--- src/rtl/mbist_pkg.sv ---
package mbist_pkg;
  localparam logic [1:0] MODE_CLEAR = 2'd0;
  localparam logic [1:0] MODE_CHECK = 2'd1;
  localparam int         STAT_W     = 32;
  localparam int         FLAG_LSB   = 8;

  typedef enum logic [1:0] {
    ST_IDLE  = 2'd0,
    ST_ISSUE = 2'd1,
    ST_DRAIN = 2'd2,
    ST_FIN   = 2'd3
  } sweep_state_e;
endpackage

--- src/rtl/mbist_counter.sv ---
module mbist_counter #(
  parameter int W = 16
) (
  input  logic         clk,
  input  logic         rst_n,
  input  logic         clr,
  input  logic         inc,
  output logic [W-1:0] cnt
);
  always_ff @(posedge clk or negedge rst_n) begin
    if (!rst_n)   cnt <= '0;
    else if (clr) cnt <= '0;
    else if (inc) cnt <= cnt + W'(1);
  end
endmodule

--- src/rtl/mbist_pattern.sv ---
module mbist_pattern #(
  parameter int DATA_W = 64
) (
  input  logic              zero_i,
  input  logic              invert_i,
  output logic [DATA_W-1:0] data_o
);
  localparam int SLICES = DATA_W / 16;
  logic [DATA_W-1:0] base;

  for (genvar s = 0; s < SLICES; s++) begin : g_slice
    if (s % 2 == 0) begin : g_even
      assign base[s*16 +: 16] = 16'h5AA5;
    end else begin : g_odd
      assign base[s*16 +: 16] = 16'hA55A;
    end
  end

  always_comb begin
    if (zero_i)        data_o = '0;
    else if (invert_i) data_o = ~base;
    else               data_o = base;
  end
endmodule

--- src/rtl/mbist_lane_cmp.sv ---
module mbist_lane_cmp #(
  parameter int DATA_W = 64,
  localparam int LANES = DATA_W / 8
) (
  input  logic              clk,
  input  logic              rst_n,
  input  logic              clr,
  input  logic              en,
  input  logic [DATA_W-1:0] got,
  input  logic [DATA_W-1:0] want,
  output logic [LANES-1:0]  flags
);
  logic [LANES-1:0] miss;

  for (genvar k = 0; k < LANES; k++) begin : g_lane
    assign miss[k] = got[k*8 +: 8] != want[k*8 +: 8];
  end

  always_ff @(posedge clk or negedge rst_n) begin
    if (!rst_n)   flags <= '0;
    else if (clr) flags <= '0;
    else if (en)  flags <= flags | miss;
  end

  AST_FLAG_STICKY: assert property (@(posedge clk) disable iff (!rst_n)
    !clr |=> ((flags & $past(flags)) == $past(flags)));
endmodule

--- src/rtl/mbist_sweep.sv ---
module mbist_sweep
  import mbist_pkg::*;
#(
  parameter int LINE_AW = 16,
  parameter int DATA_W  = 64
) (
  input  logic                 clk,
  input  logic                 rst_n,
  input  logic                 start,
  input  logic [1:0]           mode,
  input  logic [LINE_AW+5:0]   mem_bytes,
  output logic                 busy,
  output logic                 done,
  output logic [STAT_W-1:0]    err_status,
  output logic                 req_valid,
  input  logic                 req_ready,
  output logic                 req_write,
  output logic [LINE_AW-1:0]   req_addr,
  output logic [DATA_W-1:0]    req_wdata,
  input  logic                 rsp_valid,
  input  logic [DATA_W-1:0]    rsp_rdata
);
  localparam int LANES = DATA_W / 8;
  localparam int CNT_W = LINE_AW + 1;

  sweep_state_e       st, st_n;
  logic [1:0]         pass, pass_n;
  logic               run_clear;
  logic               rejected;
  logic               rej_pulse;
  logic [LINE_AW-1:0] last_line;
  logic [LINE_AW-1:0] addr;
  logic [CNT_W-1:0]   rcnt;
  logic [LANES-1:0]   flags;
  logic [DATA_W-1:0]  pat;
  logic               fire, is_read, at_last, all_back;
  logic               start_ok, start_bad, new_pass, rsp_take;

  assign fire      = req_valid && req_ready;
  assign is_read   = pass[0];
  assign at_last   = addr == last_line;
  assign all_back  = rcnt == ({1'b0, last_line} + CNT_W'(1));
  assign start_ok  = start && (st == ST_IDLE) && (mode == MODE_CLEAR || mode == MODE_CHECK);
  assign start_bad = start && (st == ST_IDLE) && !(mode == MODE_CLEAR || mode == MODE_CHECK);
  assign rsp_take  = rsp_valid && is_read && (st == ST_ISSUE || st == ST_DRAIN);

  always_comb begin
    st_n   = st;
    pass_n = pass;
    case (st)
      ST_IDLE: if (start_ok) begin
        st_n   = ST_ISSUE;
        pass_n = 2'd0;
      end
      ST_ISSUE: if (fire && at_last) begin
        if (is_read)        st_n = ST_DRAIN;
        else if (run_clear) st_n = ST_FIN;
        else                pass_n = pass + 2'd1;
      end
      ST_DRAIN: if (all_back) begin
        if ((|flags) || pass == 2'd3) st_n = ST_FIN;
        else begin
          st_n   = ST_ISSUE;
          pass_n = pass + 2'd1;
        end
      end
      default: st_n = ST_IDLE;
    endcase
  end

  assign new_pass = (st_n == ST_ISSUE) && (st != ST_ISSUE || pass_n != pass);

  always_ff @(posedge clk or negedge rst_n) begin
    if (!rst_n) begin
      st        <= ST_IDLE;
      pass      <= 2'd0;
      run_clear <= 1'b0;
      rejected  <= 1'b0;
      rej_pulse <= 1'b0;
      last_line <= '0;
    end else begin
      st        <= st_n;
      pass      <= pass_n;
      rej_pulse <= start_bad;
      if (start_ok) begin
        run_clear <= mode == MODE_CLEAR;
        rejected  <= 1'b0;
        last_line <= mem_bytes[LINE_AW+5:6] - LINE_AW'(1);
      end else if (start_bad) begin
        rejected  <= 1'b1;
      end
    end
  end

  mbist_counter #(.W(LINE_AW)) u_addr_cnt (
    .clk(clk), .rst_n(rst_n), .clr(new_pass), .inc(fire), .cnt(addr)
  );

  mbist_counter #(.W(CNT_W)) u_rsp_cnt (
    .clk(clk), .rst_n(rst_n), .clr(new_pass), .inc(rsp_take), .cnt(rcnt)
  );

  mbist_pattern #(.DATA_W(DATA_W)) u_pat (
    .zero_i(run_clear), .invert_i(pass[1]), .data_o(pat)
  );

  mbist_lane_cmp #(.DATA_W(DATA_W)) u_cmp (
    .clk(clk), .rst_n(rst_n), .clr(start_ok), .en(rsp_take),
    .got(rsp_rdata), .want(pat), .flags(flags)
  );

  assign req_valid  = st == ST_ISSUE;
  assign req_write  = !is_read;
  assign req_addr   = addr;
  assign req_wdata  = pat;
  assign busy       = st != ST_IDLE;
  assign done       = (st == ST_FIN) || rej_pulse;
  assign err_status = rejected ? '1 : (STAT_W'(flags) << FLAG_LSB);

  AST_REQ_HOLD: assert property (@(posedge clk) disable iff (!rst_n)
    req_valid && !req_ready |=> req_valid && $stable(req_addr) && $stable(req_wdata) && $stable(req_write));
  AST_DONE_PULSE: assert property (@(posedge clk) disable iff (!rst_n)
    done |=> !done);
  AST_IDLE_QUIET: assert property (@(posedge clk) disable iff (!rst_n)
    !busy |-> !req_valid);
  AST_ADDR_RANGE: assert property (@(posedge clk) disable iff (!rst_n)
    req_valid |-> req_addr <= last_line);
  AST_CLEAR_ZEROS: assert property (@(posedge clk) disable iff (!rst_n)
    req_valid && run_clear |-> req_write && req_wdata == '0);
  AST_STATUS_CLEAR: assert property (@(posedge clk) disable iff (!rst_n)
    start_ok |=> err_status == '0);
endmodule

--- config.mk ---
export PLATFORM = sky130hd
export DESIGN_NAME = mbist_sweep
export DESIGN_NICKNAME = d
export VERILOG_FILES = /design/src/rtl/mbist_pkg.sv /design/src/rtl/mbist_counter.sv /design/src/rtl/mbist_pattern.sv /design/src/rtl/mbist_lane_cmp.sv /design/src/rtl/mbist_sweep.sv
export SDC_FILE = /design/constraint.sdc
export NUM_CORES = 1
export LEC_CHECK = 0
export BUFFER_PORTS_ARGS = -buffer_cell sky130_fd_sc_hd__buf_2
export CORE_MARGIN = 5
export CORE_UTILIZATION = 45
export CTS_CLUSTER_DIAMETER = 100
export DETAILED_ROUTE_END_ITERATION = 10
export GPL_ROUTABILITY_DRIVEN = 0
export PLACE_DENSITY_LB_ADDON = 0.1
export RECOVER_POWER = 100
export SYNTH_ARGS = -nofsm -noshare
export SYNTH_HDL_FRONTEND = slang
export SYNTH_SLANG_ARGS = --single-unit
--- constraint.sdc ---
create_clock -name clk -period 2.8 [get_ports clk]
set_clock_uncertainty 0.1 [all_clocks]
set_input_delay 0.14 -clock clk [delete_from_list [all_inputs] [get_ports clk]]
set_output_delay 0.14 -clock clk [all_outputs]
set_load 0.05 [all_outputs]
[Word-level counts from Yosys, hierarchy flattened]
Index checks and enable logic that the tools add are counted.
Cells by class
  bitwise logic cells: 1
  reduce and logical (&&, ||, !) cells: 23
  $add $sub $neg: 5
  muxes and demuxes: 25
  equality and inequality tests: 18
Operators with widths (count)
  $mux W64: 2
  $ne A8 B8 Y1: 8
  $mux W17: 2
  $mux W16: 2
  $mux W32: 1
  $mux W2: 12
  $add A16 B1 Y17 const B: 1
  $add A17 B1 Y17 const B: 1
  $eq A17 B17 Y1: 1
  $add A16 B1 Y16 const B: 1
  $eq A16 B16 Y1: 1
  $mux W8: 2
  $sub A16 B1 Y16 const B: 1
  $pmux W2 S3: 2
  $reduce_bool A2 Y1: 5
  $logic_and A1 B1 Y1: 8
  $or A8 B8 Y8: 1
  $reduce_or A8 Y1: 1
  $eq A2 B1 Y1 const B: 3
  $eq A2 B2 Y1 const B: 3
  $logic_or A1 B1 Y1: 5
  $logic_not A2 Y1: 2
  $add A2 B1 Y2 const B: 1
  $logic_not A1 Y1: 2
  other kinds (3): 4
Storage, ports and cells
  input port bits: 93
  output and inout bits: 116
  register bits: 64
  word-level logic and storage cells: 81

[Longest topological paths before layout]
Gate-level depths: netlist of run 1.
  word-level depth: 9
  gate-level depth with buffers: 12
  depth with buffers taken out: 10

[Modules after synthesis]
A second synthesis of run 1 with hierarchy kept.
Second synthesis, totals
  cells, all modules: 666
  area total of the unflattened synthesis: 5781.8 µm²
Modules (own cells, without submodules)
  mbist_sweep: seq. area each 575.6 µm², cells each 322, times used 1, area an instance 2570.0 µm²
  mbist_lane_cmp: seq. area each 200.2 µm², cells each 113, times used 1, area an instance 984.7 µm²
  mbist_counter (u_addr_cnt): seq. area each 400.4 µm², cells each 82, times used 1, area an instance 872.1 µm²
  mbist_counter (u_rsp_cnt): seq. area each 425.4 µm², cells each 85, times used 1, area an instance 872.1 µm²
  mbist_pattern: seq. area each 0.0 µm², cells each 64, times used 1, area an instance 483.0 µm²

[Worst setup path before layout of run 1]
No wires, ideal clock.
  path kind: register -> register
  from: register last_line[1]
  to: register u_addr_cnt.cnt[13]
  clock period less this slack: 2.876 ns
  cell stages (with the launch flop): 12
  slack: -0.076 ns
  data required time: 2.580 ns
  library setup time: 0.120 ns
  path buffers: 2
  arrival: 2.656 ns
  path through: dfrtp_1 > ha_1 > nand4_1 > nor4_1 > xnor2_1 > o2111ai_1 > or4_1 > o211ai_1 > and4bb_1 > buf_4 > buf_6 > nor2_1
Between the ends
  longest elaborated chain between the ends: 8
  elaborated cells between the ends (all ways): 16
  those cells by class: add/sub (1); eq/ne (4); mux (7); reduce/logical (4)
Ends and longest elaborated chain
  start, declared: line mbist_sweep.sv:31  | logic [LINE_AW-1:0] last_line;
  start signal, assigned: line mbist_sweep.sv:88  | last_line <= mem_bytes[LINE_AW+5:6] - LINE_AW'(1);
  $add A16 B1 Y17 or $eq A16 B16 Y1 (tied branches): line mbist_sweep.sv:42, mbist_sweep.sv:41
  $eq A17 B17 Y1 or $logic_and A1 B1 Y1 (tied branches): line mbist_sweep.sv:42, mbist_sweep.sv:55
  $mux W2 (on tied branches): line mbist_sweep.sv:60, mbist_sweep.sv:55
  $pmux W2 S3: line mbist_sweep.sv:50  | case (st)
  $ne A2 B2 Y1: line mbist_sweep.sv:71  | assign new_pass = (st_n == ST_ISSUE) && (st != ST_ISSUE || pass_n != pass);
  $logic_or A1 B1 Y1: line mbist_sweep.sv:71
  $logic_and A1 B1 Y1 (*): line mbist_sweep.sv:71
  $mux W16 or $reduce_bool A2 Y1 (tied branches)
  end signal, assigned: line mbist_counter.sv:13  | else if (inc) cnt <= cnt + W'(1);
  end, declared: line mbist_counter.sv:8  | output logic [W-1:0] cnt
Mark *: on every way between the ends. The rest lies on a longest branch, timed or not.
A chain may end at the register's enable or synchronous reset.

[Worst setup path in the final report of run 1]
  from: register last_line[9]
  to: register u_rsp_cnt.cnt[8]
Between the ends
  longest elaborated chain between the ends: 8
  elaborated cells between the ends (all ways): 16
  those cells by class: add/sub (1); eq/ne (4); mux (7); reduce/logical (4)
Ends and longest elaborated chain (line)
  $add A16 B1 Y17 or $eq A16 B16 Y1 (tied branches): mbist_sweep.sv:42, mbist_sweep.sv:41
  $eq A17 B17 Y1 or $logic_and A1 B1 Y1 (tied branches): mbist_sweep.sv:42, mbist_sweep.sv:55
  $mux W2 (on tied branches): mbist_sweep.sv:60, mbist_sweep.sv:55
  $pmux W2 S3: mbist_sweep.sv:50
  $ne A2 B2 Y1: mbist_sweep.sv:71
  $logic_or A1 B1 Y1: mbist_sweep.sv:71
  $logic_and A1 B1 Y1 (*): mbist_sweep.sv:71
  $mux W17 or $reduce_bool A2 Y1 (tied branches)
  end signal, assigned: mbist_counter.sv:13
  end, declared: mbist_counter.sv:8
Marked as above.

==> results of run 1 <==
==> kinds of logic (layout without fill, tap and decap cells) <==
family,count (synthesis),in the layout
fa+ha+maj,10,10
compound gates,81,81
other cells,0,3
simple gates,260,260
flops,64,64
buf+inv,125,296
mux,1,1
xor+xnor,83,83
==> per-layer routing <==
layer | global-route usage [%] | vias to the layer above
li1 | - | 2415
met4 | 7.50 | 0
met3 | 2.90 | 21
met2 | 37.5 | 136
met5 | 0 | -
met1 | 24.6 | 2308
==> stage by stage <==
stage          hold slack [ns]  setup WS [ns]  util (%)
2_1_floorplan           -0.256         0.0214         -
3_3_place_gp            0.0320        -0.0761      53.6
3_5_place_dp            0.0374         -0.161      53.6
4_1_cts                 0.0144        -0.0864      59.1
5_1_grt                 0.0398         -0.309      59.4
6_report                0.0145         -0.155      59.4
==> worst min-delay path: stages <==
cell     delay, ns
buf_2         0.08
xnor2_1       0.10
o21ai_0       0.07
==> where the power goes <==
| part | internal [W] | switching, W | total (W) | leakage [nW] |
|---|---|---|---|---|
| logic | 0.000442 | 0.00105 | 0.00149 | 1.88 |
| registers | 0.000990 | 0.000104 | 0.00109 | 0.856 |
| clock network | 0.000735 | 0.000391 | 0.00113 | 0.150 |
==> area by class of cell <==
class	instances	area, um2	share of cell area [%]
multi-input cells	435	2910	44.5
diodes	3	7.51	0.115
clock inverters	3	40.0	0.613
flip-flops and latches	64	1610	24.6
clock buffers	13	260	3.99
well taps	140	175	2.68
repair buffers	267	1480	22.7
inverters	13	48.8	0.748
==> what timing repair did <==
item	in CTS	in global routing
buffers inserted	11	1
resized for setup	32	30
setup endpoints to repair	33	36
endpoints found under the hold margin	23	0
hold buffers	4	0
pin swaps	6	12
gates cloned	2	1
==> layout by cell type (no fill, tap or decap), types with 5 or more instances in the layout <==
cell type,synthesis,final
and3_1,10,10
a31oi_1,5,5
nor3_1,13,10
clkbuf_1,18,89
buf_6,3,5
buf_4,87,48
clkbuf_2,1,34
xnor2_1,49,47
inv_1,13,13
nand4_1,29,29
nand2_1,59,58
o21ai_0,40,39
nor2_4,0,14
clkbuf_16,0,10
or2_2,10,10
nor4_1,28,23
nand3_1,20,20
a21oi_1,13,13
nor2_1,70,49
buf_2,3,84
xor2_1,34,34
dfrtp_1,64,60
nor2_2,0,7
ha_1,10,9
==> worst min-delay path by stage <==
stage,end,cells after the start
5_1_grt,rej_pulse,2
6_report,last_line[15],3
2_1_floorplan,last_line[0],0
4_1_cts,last_line[15],3
3_3_place_gp,u_addr_cnt.cnt[11],1
3_5_place_dp,u_addr_cnt.cnt[10],1
==> state kept, by name, indices dropped and copies added, names as in the netlist <==
| name | count |
|---|---|
| run_clear | 1 |
| last_line | 16 |
| u_cmp.flags | 8 |
| rejected | 1 |
| pass | 2 |
| st | 2 |
| u_rsp_cnt.cnt | 17 |
| u_addr_cnt.cnt | 16 |
| rej_pulse | 1 |
==> key figures, run 1 <==
Final layout
  – Design Area, Final: 0.00653 mm2
  – Layout net count: 893
  – Filler cell count: 1,031
  – Share of post-route cells with drive strength above 1: 30.8%
  – Post-Layout Cell Count: 938
  – Area Growth Syn to Fin: 28.1%

Setup path
  – Crit end category: flop
  – Data required, critical path: 2.91 ns
  – Worst path slowest cell: nor4_2
  – Worst path depth: 11
  – Worst Setup Start Kind: flop
  – RR Endpoint: u_rsp_cnt.cnt[8]
  – Setup slack, reg-to-reg: -0.16 ns
  – Crit Path Class: flop to flop
  – Cell Chain, Critical Path: nand4_1, nor4_2, xnor2_1, o211ai_1, nor4_1, buf_4, a21oi_1, and4bb_4, buf_6, buf_16, nor2_2
  – WP data arrival: 3.07 ns
  – Delay-heaviest family, CP: simple AND/OR/NAND/NOR gates
  – CP endpoint: u_rsp_cnt.cnt[8]
  – Max stage delay on crit path: 0.40 ns
  – CP startpoint: last_line[9]
  – Bufs and invs on worst path: 3
  – FF-to-FF Start: last_line[9]
  – Peak fanout along the critical path: 8
  – Reg2reg path depth: 11

Clock tree
  – Clock buffer count from CTS: 9
  – Worst-skew pair later-pin latency: 0.33 ns
  – Clock Tree Buf Depth: 2
  – CTS root buf: clkbuf_16
  – TritonCTS clock tree: built
  – Reg clk slew, reported paths: 0.05 ns
  – H-Tree Level Count: 3
  – Clock Sinks: 64

Logic synthesis
  – Post-Syn Area: 0.00510 mm2
  – Yosys warning total: 0
  – Most common cell in the synthesized netlist: buf_4
  – Post-synth EDFFs: 0
  – Synth Area in Adders: 2.45%
  – Syn nets: 727
  – Mux contribution to synthesized area: 0.196%
  – Simple-gate area share of the yosys netlist: 25.7%
  – FFs w/ async S/R, synth: 100%
  – Largest family of logic cells by synthesized area: simple AND/OR/NAND/NOR gates
  – Post-synth top cells: 87 x buf_4, 70 x nor2_1, 64 x dfrtp_1, 59 x nand2_1, 49 x xnor2_1
  – Synthesized-area fraction occupied by xor and xnor cells: 14.3%
  – Area share of the largest cell type after synthesis: 31.4%
  – Dominant synthesized flop cell: dfrtp_1
  – Synth area leader: dfrtp_1
  – Mean Syn Cell Area: 8.17 um2
  – Compound-gate portion of the synthesized area: 9.82%
  – Gate Count Post-Synth: 624
  – Sequential area share after synthesis: 31.4%
  – Seq cells post-synth: 64
  – Top post-synthesis cells by area: dfrtp_1 31%, buf_4 13%, xnor2_1 8.4%
  – Cell variety after synth: 48

STA
  – Worst-margin pin slew: 1.20 ns
  – Fmax: 338 MHz
  – Max-slew headroom: 19.9%
  – Final setup viols: 34
  – Unrepaired setup endpoints after global routing: true
  – Fin. Hold Viols: 0
  – Crit path time final: 2.96 ns
  – Slew Viols, Final: 0
  – Fin worst setup slack: -0.155 ns
  – Tcrit/Tclk final: 106%
  – Setup_tns: -4.57 ns

Global routing
  – Initial antenna violation count: 3
  – Largest net degree at the start of global routing: 34
  – GRT Residual Overflow: 0
  – GRT Util Overall: 20.6%
  – First-pass GRT wire length: 22.2 mm
  – Number of global-route vias before repair: 4,612

Die
  – Ports: 209
  – Full die area: 0.0136 mm2
  – Rows: 38
  – CORE AREA: 0.0110 mm2
  – Initial core utilization: 46.4%
  – Die Span X: 116 um
  – Chip height: 116 um

Route
  – Post-route DRC violation count: 0
  – Wire length on met1: 5.94 mm
  – Final antenna-violating net count: 0
  – Via count: 4,880
  – Routed wire per std cell: 15.6 um
  – Initial DRC count: 208
  – DR WL met2: 7.61 mm
  – Routed Wire Length: 14.6 mm
  – TritonRoute pass-1 iters: 4
  – Met3 WL post-DR: 809 um
  – Highest metal used: met4
  – Vias per cell: 5.20

Outcome
  – Status: finished with violations
  – Failing checks: negative setup slack

Power and ir drop
  – Leakage: 2.88 nW
  – VDD IR-drop max: 464 uV
  – Total chip power: 0.00371 W
  – Power density cells: 569 mW/mm2

Place
  – Post-DP Area: 0.00589 mm2
  – Dpl cells: 900
  – Post-DP HPWL: 10.9 mm
  – Port bufs: 202

Hold path
  – Worst Hold Class: primary input to flop
  – Hold wc startpoint: mem_bytes[21]

Job
  – Max cap viols: 0
(Power assumes the default switching activity.)
==> run 2: changes to the inputs <==
CORE_UTILIZATION = 46   (was 45)
SYNTH_HIERARCHICAL = 1   (was default)
==> run 2 against run 1 <==
  * The flow finishes with violations (max-capacitance violations, max-slew violations, negative setup slack)
  * Area after synthesis rose by 13%
  * Via count rose by 15%
  * Fmax fell by 28%
  * Worst hold slack improved by 0.0028 ns
  * Synthesized cell count rose by 6.7%
  * Sequential cell count did not move
  * Sequential share of layout area fell by 4.0 points
  * Utilization rose by 3.4 points
  * Total power fell by 42%
  * Largest power group is now clock
==> key figures, run 2 <==
Route
  – Routed wire per std cell: 16.0 um (was 15.6 um)
  – Post-route DRC violation count: 0 (unchanged)
  – Final antenna-violating net count: 0 (unchanged)
  – TritonRoute pass-1 iters: 5 (was 4)
  – Initial DRC count: 316 (was 208)
  – Vias per cell: 5.13 (was 5.20)
  – Routed Wire Length: 17.4 mm (was 14.6 mm)
  – Via count: 5,594 (was 4,880)

Place
  – Dpl cells: 1,054 (was 900)
  – Post-place setup slack: -1.18 ns (was -0.161 ns)
  – Post-DP HPWL: 13.4 mm (was 10.9 mm)
  – Post-DP Area: 0.00728 mm2 (was 0.00589 mm2)
  – Port bufs: 202 (unchanged)

Logic synthesis
  – Gate Count Post-Synth: 666 (was 624)
  – Cell variety after synth: 72 (was 48)
  – Post-Syn Area: 0.00578 mm2 (was 0.00510 mm2)
  – Area share of the largest cell type after synthesis: 27.7% (was 31.4%)
  – Sequential area share after synthesis: 27.7% (was 31.4%)
  – Mean Syn Cell Area: 8.68 um2 (was 8.17 um2)
  – Seq cells post-synth: 64 (unchanged)
  – Yosys warning total: 6 (was 0)
  – Synth area leader: dfrtp_1 (unchanged)
  – Syn nets: 769 (was 727)
  – FFs w/ async S/R, synth: 100% (unchanged)
  – Dominant synthesized flop cell: dfrtp_1 (unchanged)
  – Post-synth EDFFs: 0 (unchanged)
  – Most common cell in the synthesized netlist: xnor2_1 (was buf_4)
  – Top post-synthesis cells by area: dfrtp_1 28%, xnor2_1 17%, buf_4 11% (was dfrtp_1 31%, buf_4 13%, xnor2_1 8.4%)
  – Post-synth top cells: 109 x xnor2_1, 88 x buf_4, 64 x dfrtp_1, 47 x nor2_1, 40 x nand2_1 (was 87 x buf_4, 70 x nor2_1, 64 x dfrtp_1, 59 x nand2_1, 49 x xnor2_1)

Final layout
  – Most common cell after layout, fill and taps aside: buf_2 (was clkbuf_1)
  – Most frequent cells in the layout: 131 x buf_2, 120 x buf_4, 108 x xnor2_1 (was 89 x clkbuf_1, 84 x buf_2, 60 x dfrtp_1)
  – Post-Layout Cell Count: 1,090 (was 938)
  – Filler cell count: 1,092 (was 1,031)
  – Design Area, Final: 0.00783 mm2 (was 0.00653 mm2)
  – Layout net count: 1,017 (was 893)
  – Biggest register: u_rsp_cnt/cnt (was u_rsp_cnt.cnt)
  – Largest regs: u_rsp_cnt/cnt x17, last_line x16, u_addr_cnt/cnt x16 (was u_rsp_cnt.cnt x17, last_line x16, u_addr_cnt.cnt x16)
  – Max reg flops: 17 (unchanged)
  – Area Growth Syn to Fin: 35.4% (was 28.1%)
  – Share of post-route cells with drive strength above 1: 39.9% (was 30.8%)
  – Number of diodes: 0 (was 3)

Clock tree
  – CTS root buf: clkbuf_16 (unchanged)
  – Clock Sinks: 64 (unchanged)
  – TritonCTS clock tree: built (unchanged)
  – Reg clk slew, reported paths: 0.05 ns (about the same)
  – Clock Tree Buf Depth: 2 (unchanged)
  – Worst-skew pair later-pin latency: 0.34 ns (was 0.33 ns)
  – Clock buffer count from CTS: 9 (unchanged)
  – H-Tree Level Count: 3 (unchanged)

Global routing
  – GRT Residual Overflow: 0 (unchanged)
  – Number of global-route vias before repair: 5,615 (was 4,612)
  – Largest net degree at the start of global routing: 45 (was 34)
  – Initial antenna violation count: 0 (was 3)
  – First-pass GRT wire length: 27.9 mm (was 22.2 mm)
  – GRT Util Overall: 23.6% (was 20.6%)

STA
  – Unrepaired setup endpoints after global routing: true (unchanged)
  – Max-slew headroom: -11.8% (was 19.9%)
  – Final setup viols: 36 (was 34)
  – Fin. Hold Viols: 0 (unchanged)
  – Slew Viols, Final: 31 (was 0)
  – Tcrit/Tclk final: 146% (was 106%)
  – Fin worst setup slack: -1.28 ns (was -0.155 ns)
  – Worst-margin pin slew: 1.68 ns (was 1.20 ns)
  – Hold Slack: 0.0173 ns (was 0.0145 ns)
  – Crit path time final: 4.08 ns (was 2.96 ns)
  – Fmax: 245 MHz (was 338 MHz)

Die
  – Initial core utilization: 46.4% (about the same)
  – CORE AREA: 0.0125 mm2 (was 0.0110 mm2)
  – Rows: 41 (was 38)
  – Ports: 209 (unchanged)
  – Full die area: 0.0149 mm2 (was 0.0136 mm2)
  – Chip height: 122 um (was 116 um)
  – Die Span X: 122 um (was 116 um)

Hold path
  – Worst Hold Class: primary input to flop (unchanged)

Job
  – Max cap viols: 1 (was 0)

Setup path
  – Crit Path Class: flop to flop (unchanged)
  – Bufs and invs on worst path: 0 (was 3)
  – WP data arrival: 4.24 ns (was 3.07 ns)
  – Max stage delay on crit path: 0.56 ns (was 0.40 ns)
  – Cell Chain, Critical Path: ha_4, nand4_4, or4_4, mux2_2, a211oi_2, or4_4, nor2_1, a211o_1, and4bb_2, o211ai_1, or3_4, or4_1, a21oi_1 (was nand4_1, nor4_2, xnor2_1, o211ai_1, nor4_1, buf_4, a21oi_1, and4bb_4, buf_6, buf_16, nor2_2)
  – Worst path slowest cell: or4_4 (was nor4_2)
  – Crit path top cell by count: or4_4
  – Crit end category: flop (unchanged)
  – Worst Setup Start Kind: flop (unchanged)
  – Delay-heaviest family, CP: simple AND/OR/NAND/NOR gates (unchanged)
  – Peak fanout along the critical path: 6 (was 8)
  – Data required, critical path: 2.96 ns (was 2.91 ns)

Outcome
  – Failing checks: max-capacitance violations, max-slew violations, negative setup slack (was negative setup slack)
  – Status: finished with violations (unchanged)

Power and ir drop
  – Combinational share of power: 7.8% (was 40.2%)
  – Power density cells: 274 mW/mm2 (was 569 mW/mm2)
  – Sw Pwr: 0.000488 W (was 0.00155 W)
  – Int Power: 0.00165 W (was 0.00217 W)
  – Sw Ratio: 22.8% (was 41.6%)
  – Leakage: 3.63 nW (was 2.88 nW)
  – Total chip power: 0.00214 W (was 0.00371 W)
  – Flop pwr share: 43.2% (was 29.5%)
  – VDD IR-drop max: 270 uV (was 464 uV)
  – Clock power share: 49.0% (was 30.3%)
## run 2: cell count changes in the layout (fill, tap and decap cells not counted), sizes merged, moves of 6 or more
cell,previous run,this run
buf,140,258
clkbuf,136,89
inv,13,24
nand2,59,40
nor2,70,47
nor2b,0,7
nor4,28,11
o21ai,40,48
or3,3,9
or4,4,10
xnor2,49,109
xor2,34,23
## run 2: worst reg2reg max path: cells and delay by family (launching register included)
kind	cells	cell delay [ns]
adders and majority gates	1	0.19
and+or+nand+nor	7	2.53
muxes	1	0.26
DFF	1	0.42
AOI/OAI and AO/OA	4	0.50
## run 2: stage by stage
stage                     setup TNS (ns)  util [%]
final                             -29.55      62.8
after global routing              -38.24      62.8
after CTS                         -25.44      63.1
after detailed placement          -26.77      58.4
after global placement            -25.34      58.4
after floorplan                   -18.21         -
## run 2: what timing repair did
item	4_1_cts	5_1_grt
endpoints found under the setup margin	36	36
hold endpoints to repair	33	0
gates resized for setup	27	13
buffers inserted	11	4
hold buffers	6	0
pin swaps	14	9
cloned	1	0
## run 2: path summary, 6_finish.rpt
kind	from	end	slack (ns)	cells after the start
max reg2reg	last_line[1]	u_rsp_cnt/cnt[15]	-1.28	13
min in group asynchronous	rst_n	rejected	0.68	2
max	last_line[1]	u_rsp_cnt/cnt[15]	-1.28	13
min	mem_bytes[21]	last_line[15]	0.02	3
max in group asynchronous	rst_n	last_line[7]	0.47	3
min reg2reg	last_line[12]	last_line[12]	0.44	2
## run 2: layer usage
metal / vias to the layer above / part of all wire [%] / GRT usage, %
met3: 28 / 5.4 / 3.95
met4: 0 / 2.1 / 6.72
met5: - / 0 / 0
met1: 2647 / 43 / 30.1
met2: 202 / 50 / 41.1
li1: 2717 / - / -
## run 2: power by group through the flow
stage	Combinational [W]	Sequential, W	Clock (W)
floorplan	0.0000594	0.000942	0
global route	0.000186	0.000925	0.00110
finish	0.000168	0.000926	0.00105
detailed placement	0.000168	0.000942	0
CTS	0.000173	0.000925	0.00106
global placement	0.000165	0.000942	0
## run 2: kinds of logic (layout without fill, tap and decap cells)
| kind of cell | count (synthesis) | after routing | synth area share [%] |
|---|---|---|---|
| muxes | 7 | 7 | 1.36 |
| buffers and inverters | 129 | 381 | 14.5 |
| DFF | 64 | 64 | 27.7 |
| adders and majority gates | 11 | 11 | 2.34 |
| and+or+nand+nor | 229 | 229 | 23.6 |
| xor gates and xnor gates | 132 | 132 | 20.0 |
| AOI/OAI and AO/OA | 94 | 94 | 10.5 |
## run 2: cell type report
cell class              count  area (um2)  area share, %
clock inverters             3        17.5          0.224
repair buffers            342        2080           26.5
inverters                  24        90.1           1.15
clock buffers              12         256           3.28
flip-flops and latches     64        1610           20.6
multi-input cells         473        3560           45.5
well taps                 172         215           2.75
==> run 3: changes to the inputs <==
--- a/config.mk
+++ b/config.mk
@@ -13,4 +13,6 @@
 export GPL_ROUTABILITY_DRIVEN = 0
+export MAX_ROUTING_LAYER = met4
 export PLACE_DENSITY_LB_ADDON = 0.1
 export RECOVER_POWER = 100
+export SLEW_MARGIN = 5
 export SYNTH_ARGS = -nofsm -noshare
--- a/constraint.sdc
+++ b/constraint.sdc
@@ -4,2 +4,2 @@
 set_output_delay 0.14 -clock clk [all_outputs]
-set_load 0.05 [all_outputs]
+set_load 0.005 [all_outputs]
==> run 3 against run 2 <==
  * The flow finishes with violations (negative setup slack)
  * Worst setup slack worse by 0.0054 ns
  * Fmax down 0.13%
  * Routed wire length down 0.95%
  * Non-clock buffer count down 12
  * Cell count down 1.0%
  * Via count up 0.70%
  * Global-route usage up 0.070 points
  * Clock-buffer cell count down 2
  * Clock power up 28%
  * Sequential share of layout area about the same
  * Die area unchanged
==> key figures, run 3 (synthesized netlist as in run 2, its figures left out) <==
Outcome
  – Status: finished with violations (unchanged)
  – Failing checks: negative setup slack (was max-capacitance violations, max-slew violations, negative setup slack)

Setup path
  – Reg2reg path depth: 13 (unchanged)
  – Crit end category: flop (unchanged)
  – Crit Path Class: flop to flop (unchanged)
  – FF-to-FF Start: last_line[6] (was last_line[1])
  – Max stage delay on crit path: 0.57 ns (was 0.56 ns)
  – CP endpoint: u_rsp_cnt/cnt[15] (unchanged)
  – Worst Setup Start Kind: flop (unchanged)
  – Data required, critical path: 2.96 ns (about the same)
  – Cell Chain, Critical Path: buf_4, and4_1, nand3_1, nor4_2, o21ai_0, or4_4, nor4_4, nand3b_1, and4bb_1, o211ai_1, or3_4, or4_1, a21oi_1 (was ha_4, nand4_4, or4_4, mux2_2, a211oi_2, or4_4, nor2_1, a211o_1, and4bb_2, o211ai_1, or3_4, or4_1, a21oi_1)
  – RR Endpoint: u_rsp_cnt/cnt[15] (unchanged)
  – Worst path slowest cell: or4_4 (unchanged)
  – CP startpoint: last_line[6] (was last_line[1])
  – Peak fanout along the critical path: 5 (was 6)
  – WP data arrival: 4.25 ns (was 4.24 ns)
  – Setup slack, reg-to-reg: -1.28 ns (about the same)

Power and ir drop
  – Leakage: 3.68 nW (was 3.63 nW)
  – VDD IR-drop max: 265 uV (was 270 uV)
  – Power density cells: 311 mW/mm2 (was 274 mW/mm2)
  – Total chip power: 0.00243 W (was 0.00214 W)

Final layout
  – Biggest register: u_rsp_cnt/cnt (unchanged)
  – Layout net count: 1,005 (was 1,017)
  – Max reg flops: 17 (unchanged)
  – Most frequent cells in the layout: 187 x buf_2, 108 x xnor2_1, 87 x buf_4 (was 131 x buf_2, 120 x buf_4, 108 x xnor2_1)
  – Final Util: 62.7% (was 62.8%)
  – Post-Layout Cell Count: 1,079 (was 1,090)
  – Share of post-route cells with drive strength above 1: 40.6% (was 39.9%)
  – Area Growth Syn to Fin: 35.1% (was 35.4%)
  – Most common cell after layout, fill and taps aside: buf_2 (unchanged)
  – Number of diodes: 0 (unchanged)
  – Largest regs: u_rsp_cnt/cnt x17, last_line x16, u_addr_cnt/cnt x16 (unchanged)

Place
  – Dpl cells: 1,050 (was 1,054)
  – Post-DP HPWL: 13.5 mm (was 13.4 mm)
  – Port bufs: 202 (unchanged)
  – Post-place setup slack: -1.22 ns (was -1.18 ns)

STA
  – Crit path time final: 4.08 ns (about the same)
  – Fmax: 245 MHz (about the same)
  – Final setup viols: 36 (unchanged)
  – Slew Viols, Final: 0 (was 31)
  – Fin. Hold Viols: 0 (unchanged)
  – Fin worst setup slack: -1.28 ns (about the same)
  – Tcrit/Tclk final: 146% (about the same)
  – Unrepaired setup endpoints after global routing: true (unchanged)
  – Max-slew headroom: 5.70% (was -11.8%)
  – Worst-margin pin slew: 1.41 ns (was 1.68 ns)

Clock tree
  – Clock Sinks: 64 (unchanged)
  – TritonCTS clock tree: built (unchanged)
  – Worst-skew pair later-pin latency: 0.34 ns (about the same)
  – Clock buffer count from CTS: 9 (unchanged)
  – H-Tree Level Count: 3 (unchanged)
  – Clock Tree Buf Depth: 2 (unchanged)
  – CTS root buf: clkbuf_16 (unchanged)
  – Reg clk slew, reported paths: 0.06 ns (was 0.05 ns)

Route
  – Post-route DRC violation count: 0 (unchanged)
  – Final antenna-violating net count: 0 (unchanged)
  – TritonRoute pass-1 iters: 5 (unchanged)
  – Routed wire per std cell: 16.0 um (about the same)
  – Routed Wire Length: 17.3 mm (was 17.4 mm)
  – Initial DRC count: 385 (was 316)
  – Vias per cell: 5.22 (was 5.13)
  – Via count: 5,633 (was 5,594)

Die
  – Rows: 41 (unchanged)
  – Ports: 209 (unchanged)
  – Chip height: 122 um (unchanged)
  – Die Span X: 122 um (unchanged)
  – Initial core utilization: 46.4% (unchanged)
  – CORE AREA: 0.0125 mm2 (unchanged)
  – Full die area: 0.0149 mm2 (unchanged)

Global routing
  – Number of global-route vias before repair: 5,568 (was 5,615)
  – First-pass GRT wire length: 27.3 mm (was 27.9 mm)
  – Largest net degree at the start of global routing: 44 (was 45)
  – Initial antenna violation count: 0 (unchanged)
  – GRT Residual Overflow: 0 (unchanged)
  – GRT Util Overall: 23.7% (was 23.6%)

Hold path
  – Worst Hold Class: primary input to flop (unchanged)

Job
  – Max cap viols: 0 (was 1)
==> run 3: cell types whose count changed in the layout (fill, tap and decap cells not counted), moves of 3 or more <==
cell and delta:
bufinv_16 +3, buf_4 -33, a21oi_2 +3, clkbuf_1 -18
buf_2 +56, a21oi_1 -3, clkbuf_2 -20
==> run 3: routing by layer <==
layer	up-vias	routed length [um]	GRT usage, %
met2	233	8480	38.8
met1	2660	7490	30.8
met5	-	0	-
met3	34	924	3.06
li1	2706	-	-
met4	0	374	6.86
==> run 3: stage by stage <==
| step | hold WS (ns) | setup TNS [ns] | instance area, um2 |
|---|---|---|---|
| after floorplan | -0.256 | -18.05 | 5900 |
| after global placement | 0.0906 | -25.19 | 7250 |
| after detailed placement | 0.0958 | -28.22 | 7250 |
| after CTS | 0.0138 | -25.06 | 7880 |
| after global routing | 0.0511 | -43.40 | 7810 |
| final | 0.00930 | -29.11 | 7810 |
==> run 3: timing repair <==
action,CTS,global route
hold buffers,7,0
setup endpoints to repair,36,36
resized for setup,28,10
cloned,1,0
endpoints found under the hold margin,29,0
pin swaps,10,8
setup buffers,4,4
==> run 3: layout make-up <==
type	count	area, um2
multi-input combinational	473	3580
sequential	64	1610
inverter	24	90.1
fill	1136	4650
timing repair buffer	330	1970
clock buffer	10	239
clock inverter	6	115
tap	172	215
==> run 3: critical path, delay by kind of cell, from the launching register on <==
kind	cells	cell delay (ns)
flip-flops	1	0.44
AND/OR/NAND/NOR	9	2.87
buffers and inverters	1	0.18
AO/OA/AOI/OAI	3	0.43
==> run 3: worst min-delay path by stage <==
stage	from	cells past startpoint	to	slack [ns]
finish	mem_bytes[20]	3	last_line[14]	0.009
global route	mem_bytes[20]	3	last_line[14]	0.05
CTS	mem_bytes[20]	3	last_line[14]	0.01
detailed placement	rst_n	1	st[1]	0.1
global placement	rst_n	1	st[1]	0.09
floorplan	rst_n	0	last_line[0]	-0.26
==> run 3: report_power, final <==
group,switching (W),total (W),internal [W]
Sequential,0,0.000925,0.000925
Combinational,0.0000772,0.000168,0.0000905
Clock,0.000438,0.00134,0.000898
